<file path="src/rtl/rs_pkg.sv">
package rs_pkg;
  // Life cycle of one station slot.
  typedef enum logic [1:0] {
    SLOT_FREE = 2'd0,
    SLOT_HELD = 2'd1,
    SLOT_SENT = 2'd2
  } slot_state_t;
endpackage

</file>
<file path="src/rtl/rs_operand.sv">
// One source operand: holds either a value (tag zero) or a producer tag.
module rs_operand #(
  parameter int DATA_W = 32,
  parameter int TAG_W  = 4
) (
  input  logic              clk,
  input  logic              rst,
  input  logic              load,
  input  logic [TAG_W-1:0]  load_tag,
  input  logic [DATA_W-1:0] load_val,
  input  logic              res_valid,
  input  logic [TAG_W-1:0]  res_tag,
  input  logic [DATA_W-1:0] res_data,
  output logic              rdy,
  output logic [DATA_W-1:0] val
);
  logic [TAG_W-1:0]  tag_q;
  logic [DATA_W-1:0] val_q;
  logic              bypass_hit;
  logic              snoop_hit;

  always_comb begin
    bypass_hit = res_valid && (res_tag == load_tag);
    snoop_hit  = res_valid && (tag_q != '0) && (res_tag == tag_q);
  end

  always_ff @(posedge clk) begin
    if (rst) begin
      tag_q <= '0;
      val_q <= '0;
    end else if (load) begin
      if (load_tag == '0) begin
        tag_q <= '0;
        val_q <= load_val;
      end else if (bypass_hit) begin
        tag_q <= '0;
        val_q <= res_data;
      end else begin
        tag_q <= load_tag;
        val_q <= '0;
      end
    end else if (snoop_hit) begin
      tag_q <= '0;
      val_q <= res_data;
    end
  end

  assign rdy = (tag_q == '0);
  assign val = val_q;

  // a waiting source picks up a matching broadcast
  assert_wakeup_capture_R5: assert property (@(posedge clk) disable iff (rst)
    (!load && !rdy && res_valid && res_tag == tag_q) |=> (rdy && val == $past(res_data)));

  // same-cycle broadcast is captured at load
  assert_issue_bypass_R6: assert property (@(posedge clk) disable iff (rst)
    (load && load_tag != '0 && res_valid && res_tag == load_tag) |=> (rdy && val == $past(res_data)));

  // unrelated bus traffic leaves a waiting source alone
  assert_no_false_wake_R9: assert property (@(posedge clk) disable iff (rst)
    (!load && !rdy && !(res_valid && res_tag == tag_q)) |=> (!rdy && $stable(val)));
endmodule

</file>
<file path="src/rtl/rs_pick.sv">
// Lowest-index-first one-hot picker.
module rs_pick #(
  parameter int N = 4
) (
  input  logic [N-1:0] req,
  output logic [N-1:0] grant,
  output logic         any
);
  always_comb begin
    logic found;
    found = 1'b0;
    grant = '0;
    for (int i = 0; i < N; i++) begin
      if (req[i] && !found) begin
        grant[i] = 1'b1;
        found    = 1'b1;
      end
    end
    any = |req;
  end

  // at most one winner, and one whenever there is a request
  always_comb begin
    assert_grant_onehot_R7: assert ($onehot0(grant));
    if (any) begin
      assert_grant_present_R7: assert (grant != '0);
    end
  end
endmodule

</file>
<file path="src/rtl/rs_entry.sv">
// One reservation station: opcode, two operands and a slot state.
module rs_entry
  import rs_pkg::*;
#(
  parameter int DATA_W = 32,
  parameter int OP_W   = 4,
  parameter int TAG_W  = 4,
  parameter int MY_TAG = 1
) (
  input  logic              clk,
  input  logic              rst,
  input  logic              alloc,
  input  logic [OP_W-1:0]   op_in,
  input  logic [TAG_W-1:0]  a_tag,
  input  logic [DATA_W-1:0] a_val,
  input  logic [TAG_W-1:0]  b_tag,
  input  logic [DATA_W-1:0] b_val,
  input  logic              res_valid,
  input  logic [TAG_W-1:0]  res_tag,
  input  logic [DATA_W-1:0] res_data,
  input  logic              fire,
  output logic              busy,
  output logic              ready,
  output logic [OP_W-1:0]   op,
  output logic [DATA_W-1:0] a,
  output logic [DATA_W-1:0] b
);
  localparam logic [TAG_W-1:0] OWN_TAG = TAG_W'(MY_TAG);

  slot_state_t     state;
  logic [OP_W-1:0] op_q;
  logic            a_rdy;
  logic            b_rdy;
  logic            own_result;

  assign own_result = res_valid && (res_tag == OWN_TAG);

  rs_operand #(.DATA_W(DATA_W), .TAG_W(TAG_W)) u_src_a (
    .clk(clk), .rst(rst), .load(alloc), .load_tag(a_tag), .load_val(a_val),
    .res_valid(res_valid), .res_tag(res_tag), .res_data(res_data),
    .rdy(a_rdy), .val(a)
  );

  rs_operand #(.DATA_W(DATA_W), .TAG_W(TAG_W)) u_src_b (
    .clk(clk), .rst(rst), .load(alloc), .load_tag(b_tag), .load_val(b_val),
    .res_valid(res_valid), .res_tag(res_tag), .res_data(res_data),
    .rdy(b_rdy), .val(b)
  );

  always_ff @(posedge clk) begin
    if (rst) begin
      state <= SLOT_FREE;
      op_q  <= '0;
    end else begin
      case (state)
        SLOT_FREE: if (alloc) begin
          state <= SLOT_HELD;
          op_q  <= op_in;
        end
        SLOT_HELD: if (fire) state <= SLOT_SENT;
        SLOT_SENT: if (own_result) state <= SLOT_FREE;
        default:   state <= SLOT_FREE;
      endcase
    end
  end

  assign busy  = (state != SLOT_FREE);
  assign ready = (state == SLOT_HELD) && a_rdy && b_rdy;
  assign op    = op_q;

  // only free slots are written
  assert_alloc_free_R2: assert property (@(posedge clk) disable iff (rst)
    alloc |-> (state == SLOT_FREE));

  // only a complete, not yet dispatched slot leaves
  assert_fire_complete_R4: assert property (@(posedge clk) disable iff (rst)
    fire |-> (state == SLOT_HELD && a_rdy && b_rdy));

  // own broadcast releases a dispatched slot
  assert_release_R8: assert property (@(posedge clk) disable iff (rst)
    (state == SLOT_SENT && own_result) |=> (state == SLOT_FREE));
endmodule

</file>
<file path="src/rtl/rs_bank.sv">
// Bank of reservation stations in front of one functional unit.
module rs_bank #(
  parameter int NUM_ENT  = 4,
  parameter int DATA_W   = 32,
  parameter int OP_W     = 4,
  parameter int TAG_W    = 4,
  parameter int TAG_BASE = 1
) (
  input  logic              clk,
  input  logic              rst,
  input  logic              iss_valid,
  output logic              iss_ready,
  input  logic [OP_W-1:0]   iss_op,
  input  logic [TAG_W-1:0]  iss_a_tag,
  input  logic [DATA_W-1:0] iss_a_val,
  input  logic [TAG_W-1:0]  iss_b_tag,
  input  logic [DATA_W-1:0] iss_b_val,
  input  logic              res_valid,
  input  logic [TAG_W-1:0]  res_tag,
  input  logic [DATA_W-1:0] res_data,
  output logic              dsp_valid,
  input  logic              dsp_ready,
  output logic [OP_W-1:0]   dsp_op,
  output logic [TAG_W-1:0]  dsp_tag,
  output logic [DATA_W-1:0] dsp_a,
  output logic [DATA_W-1:0] dsp_b,
  output logic              full
);
  logic [NUM_ENT-1:0] busy_vec;
  logic [NUM_ENT-1:0] ready_vec;
  logic [NUM_ENT-1:0] free_grant;
  logic [NUM_ENT-1:0] disp_grant;
  logic [NUM_ENT-1:0] alloc_vec;
  logic [NUM_ENT-1:0] fire_vec;
  logic               free_any;
  logic               iss_fire;
  logic               dsp_fire;

  logic [OP_W-1:0]   op_arr [NUM_ENT];
  logic [DATA_W-1:0] a_arr  [NUM_ENT];
  logic [DATA_W-1:0] b_arr  [NUM_ENT];

  rs_pick #(.N(NUM_ENT)) u_free_pick (
    .req(~busy_vec), .grant(free_grant), .any(free_any)
  );

  rs_pick #(.N(NUM_ENT)) u_disp_pick (
    .req(ready_vec), .grant(disp_grant), .any(dsp_valid)
  );

  assign iss_ready = free_any;
  assign full      = !free_any;
  assign iss_fire  = iss_valid && free_any;
  assign dsp_fire  = dsp_valid && dsp_ready;
  assign alloc_vec = free_grant & {NUM_ENT{iss_fire}};
  assign fire_vec  = disp_grant & {NUM_ENT{dsp_fire}};

  for (genvar g = 0; g < NUM_ENT; g++) begin : g_ent
    rs_entry #(
      .DATA_W(DATA_W), .OP_W(OP_W), .TAG_W(TAG_W), .MY_TAG(TAG_BASE + g)
    ) u_ent (
      .clk(clk), .rst(rst), .alloc(alloc_vec[g]), .op_in(iss_op),
      .a_tag(iss_a_tag), .a_val(iss_a_val), .b_tag(iss_b_tag), .b_val(iss_b_val),
      .res_valid(res_valid), .res_tag(res_tag), .res_data(res_data),
      .fire(fire_vec[g]), .busy(busy_vec[g]), .ready(ready_vec[g]),
      .op(op_arr[g]), .a(a_arr[g]), .b(b_arr[g])
    );
  end

  // One-hot select of the offered entry.
  always_comb begin
    dsp_op  = '0;
    dsp_tag = '0;
    dsp_a   = '0;
    dsp_b   = '0;
    for (int i = 0; i < NUM_ENT; i++) begin
      if (disp_grant[i]) begin
        dsp_op  = op_arr[i];
        dsp_tag = TAG_W'(TAG_BASE + i);
        dsp_a   = a_arr[i];
        dsp_b   = b_arr[i];
      end
    end
  end

  // nothing new enters while every entry is taken
  assert_no_overflow_R2: assert property (@(posedge clk) disable iff (rst)
    full |=> ($countones(busy_vec) <= $past($countones(busy_vec))));

  // a held-off offer is not withdrawn
  assert_offer_held_R7: assert property (@(posedge clk) disable iff (rst)
    (dsp_valid && !dsp_ready) |=> dsp_valid);

  // one departure per cycle
  assert_single_fire_R7: assert property (@(posedge clk) disable iff (rst)
    $countones(fire_vec) <= 1);
endmodule

</file>
<file path="config.mk">
export PLATFORM = sky130hd
export DESIGN_NAME = rs_bank
export DESIGN_NICKNAME = d
export VERILOG_FILES = /design/src/rtl/rs_pkg.sv /design/src/rtl/rs_operand.sv /design/src/rtl/rs_pick.sv /design/src/rtl/rs_entry.sv /design/src/rtl/rs_bank.sv
export SDC_FILE = /design/constraint.sdc
export NUM_CORES = 1
export LEC_CHECK = 0
export BUFFER_PORTS_ARGS = -buffer_cell sky130_fd_sc_hd__buf_2
export CAP_MARGIN = 5
export CORE_ASPECT_RATIO = 1.1
export CORE_MARGIN = 2
export CORE_UTILIZATION = 31
export DETAILED_ROUTE_END_ITERATION = 8
export GPL_ROUTABILITY_DRIVEN = 0
export GPL_TIMING_DRIVEN = 0
export PLACE_DENSITY_LB_ADDON = 0.08
export SETUP_SLACK_MARGIN = 0.05
export SYNTH_ARGS = -nofsm -noshare
export SYNTH_HDL_FRONTEND = slang
export SYNTH_HIERARCHICAL = 1
export SYNTH_SLANG_ARGS = --single-unit
</file>
<file path="constraint.sdc">
create_clock -name clk -period 3.3 [get_ports clk]
set_clock_uncertainty 0.05 [all_clocks]
set_input_delay 0.33 -clock clk [delete_from_list [all_inputs] [get_ports clk]]
set_output_delay 0.33 -clock clk [all_outputs]
set_load 0.02 [all_outputs]
</file>
==> metrics list <==
- Power density of the placed cells: 474 nW/um^2
- Counting flops and latches in the post-synthesis netlist gives 312.
- Worst-path maximum fanout: 10
- Max-slew violation count: 0
* Min-delay worst type: input port to register
* Final design instance area without fill: 19900 um^2
- Across every metal layer, demand over resource in global routing totals 22.9%.
* Worst reg-to-reg path cell count: 10
- Relative area change from synthesis to final layout: 26.2%
* Maximum clock insertion buffer count: 3
- Reg2Reg Capture Point: g_ent[2].u_ent/u_src_a/val[31]
- On the final layout, the worst hold slack is 35.8 ps.
* Remaining DRCs: 0
- Run status: finished, final reports clean
* Count of maximum capacitance violations: 0
* Number of top-level pins: 192
- Cts bufs inserted: 39
- The region available for standard cell placement spans 50100 um^2.
* Clock root buffer: clkbuf_16
- Reg clk slew, reported paths: 60 ps
- Once detail routing completed, the nets flagged for antenna violations numbered 0.
- Fraction of synthesized cell area taken by the top area cell type: 39.6%
* Cell accounting for the most synthesized area: dfxtp_1
* Final Power: 0.00942 W
- After layout, the minimum clock period comes to 3210 ps.
* Fmax: 312 MHz
* Cell with the most instances after synthesis: dfxtp_1
- For the pin with the worst max-slew slack, the measured transition is 862 ps.
* Number of distinct standard cells referenced by the synthesized netlist: 43
* Top area cells in the synthesized netlist: dfxtp_1 40%, a221o_1 15%, and2_2 11%
* Quantity of I/O buffers inserted on ports: 190
* Height of the chip: 241 um
* Drt initial violations: 909
* Area of the mapped netlist: 15800 um^2
* Post-layout net count: 1885
* Max transition margin: 42.5%
- Setup repair after global routing could not meet its margin everywhere.
* Placed instance area: 17600 um^2
- In this run the static leakage power is 8.04 nW.
* Proportion of synthesized chip area in sequential cells: 39.6%
- Post-synthesis async set-or-reset flop share: 0%
- Number of instances in the synthesized netlist: 1508
- The critical path ends at dsp_a[19].
- Arr. time, crit path: 2830 ps
* Number of synthesized flops with an enable pin: 0
- Part of the cycle the worst path needs: 97.3%
- The first detailed-routing pass took 5 iterations.
* Total die area: 52700 um^2
* Top cell types by occurrence after synthesis: 312 x dfxtp_1, 240 x a221o_1, 240 x and2_2
- Sum of negative setup slack: 0 ps
- Placement Rows: 86
- Setup violations remaining at the end of the flow were counted as 0.
* Worst r2r src: g_ent[1].u_ent/state[0]
* Crit path required time: 2920 ps
* HPWL Detailed: 41300 um
- Measured along the x axis, the die boundary spans 219 um.
- The number of nets in the synthesized netlist is 1625.
* Mean Syn Cell Area: 10.5 um^2
- Routed WL per cell: 25.1 um
* Largest net degree at the start of global routing: 53
- Peak supply drop: 0.000307 V
- Average vias per placed instance: 5.59
- The total overflow left after global routing is 0.
- Cells with a size suffix above 1 make up 41.8% of the layout.
* Endpoints failing hold: 0
- STA classifies the critical path startpoint as a register.
- The H-tree generated during clock tree synthesis spans 2 levels.
* Min setup slack post-route: 90.1 ps
- Timing analysis after detailed placement gives a worst setup slack of -664 ps.
* R2r setup slk: 210 ps
- Count of yosys warnings during synthesis: 6
- The setup path with the least slack is of type register to output pin.
- Summing over every cut layer, the via total after detailed routing is 13700.
- Summed over all layers, the routed wires come to 61600 um.
- The first global-routing pass estimated 90400 um of wire.
* Vias in the first global route: 13700
* Clock sink count: 312
- Effective utilization at floorplan: 31.4%
- STA classifies the critical path endpoint as an output pin.
* Flip-flop cell with the highest count after synthesis: dfxtp_1
* Number of antenna violations at the first check in global routing: 5
- The most critical setup path has its startpoint at g_ent[3].u_ent/u_src_b/tag_q[3].
* Clk Latency, worst-skew pair: 570 ps
* CTS tree: yes
==> worst min-delay path by stage <==
stage,startpoint,to,slack (ps),cells past startpoint
after CTS,iss_op[2],g_ent[0].u_ent/op[2],6,3
final,iss_op[2],g_ent[0].u_ent/op[2],40,3
after global routing,iss_b_val[22],g_ent[3].u_ent/u_src_b/val[22],50,3
after detailed placement,g_ent[0].u_ent/u_src_a/val[10],g_ent[0].u_ent/u_src_a/val[10],420,1
after floorplan,rst,g_ent[0].u_ent/state[1],350,1
after global placement,g_ent[0].u_ent/u_src_a/val[12],g_ent[0].u_ent/u_src_a/val[12],420,1
==> sequential cells by signal, indices dropped and copies added (netlist names) <==
register,count
g_ent.u_ent/u_src_b/tag_q,16
g_ent.u_ent/state,8
g_ent.u_ent/u_src_b/val,128
g_ent.u_ent/op,16
g_ent.u_ent/u_src_a/val,128
g_ent.u_ent/u_src_a/tag_q,16
==> area by class of cell <==
cell class / count / area (um^2)
tap: 660 / 826
inverter: 15 / 56.3
buffer: 120 / 1130
sequential: 312 / 6260
clock buffer: 59 / 1200
timing repair buffer: 219 / 1340
multi-input combinational: 1061 / 8910
antenna: 1 / 2.50
clock inverter: 11 / 173
fill: 5037 / 30200
==> what timing repair did <==
| action | CTS | global route |
|---|---|---|
| hold buffers | 3 | 0 |
| gates resized for setup | 131 | 66 |
| cloned | 2 | 1 |
| hold endpoints to repair | 7 | 0 |
| setup buffers | 12 | 9 |
| endpoints found under the setup margin | 125 | 172 |
| pin swaps | 19 | 14 |
==> logic make-up after synthesis <==
group                  count (synthesis)  share of synthesized area, %
XOR/XNOR                              64                          3.56
AND/OR/NAND/NOR                      463                          22.0
buffers and inverters                135                          6.14
other                                  1                        0.0238
flip-flops                           312                          39.6
AO/OA/AOI/OAI                        513                          27.4
multiplexers                          20                          1.27
==> stage by stage <==
stage | std cells | util (%)
floorplan | 1508 | -
global placement | 2358 | 35.0
detailed placement | 2360 | 35.1
CTS | 2447 | 39.1
global route | 2457 | 39.7
finish | 2458 | 39.7
==> critical path, cell delays in order, from the launching register on <==
cell and delay (ps):
dfxtp_2 340, nor4_4 320, and3_4 260, nor4b_4 220
buf_6 170, nand2b_4 160, buf_8 160, buf_12 160
o22ai_1 100, a21oi_2 190, buf_4 180
==> layer usage <==
| layer | GRT usage [%] | vias to the layer above | share of wire (%) |
|---|---|---|---|
| met1 | 30.5 | 6889 | 45 |
| met2 | 38.3 | 348 | 48 |
| met5 | 0 | - | 0.063 |
| met3 | 3.91 | 94 | 5.0 |
| met4 | 6.22 | 6 | 2.5 |
| li1 | - | 6393 | - |
==> power breakdown <==
group          switching, W  internal [W]  leakage, nW
combinational      0.000607      0.000355         4.84
clock               0.00178       0.00283        0.677
sequential        0.0000399       0.00381         2.52
total               0.00243       0.00700         8.04
==> layout by cell type (no fill, tap or decap), types with 9 or more instances in the layout <==
cell type    n
a21oi_2     23
and2_1      16
nand3b_1    33
clkbuf_8    13
nor3_1      13
buf_2      167
dfxtp_1    305
nor3b_4     19
and2_2     240
mux2i_1     20
nand3_1     40
nor2b_1      9
clkbuf_1    24
a221o_1    240
o22ai_1     61
a22oi_1     62
buf_4       61
a21oi_1     76
buf_6       61
clkbuf_16   41
nor2_1      21
inv_1       15
a221o_2     16
xnor2_1     16
xor2_1      48
Note: power is estimated with default switching activity, not from simulation.
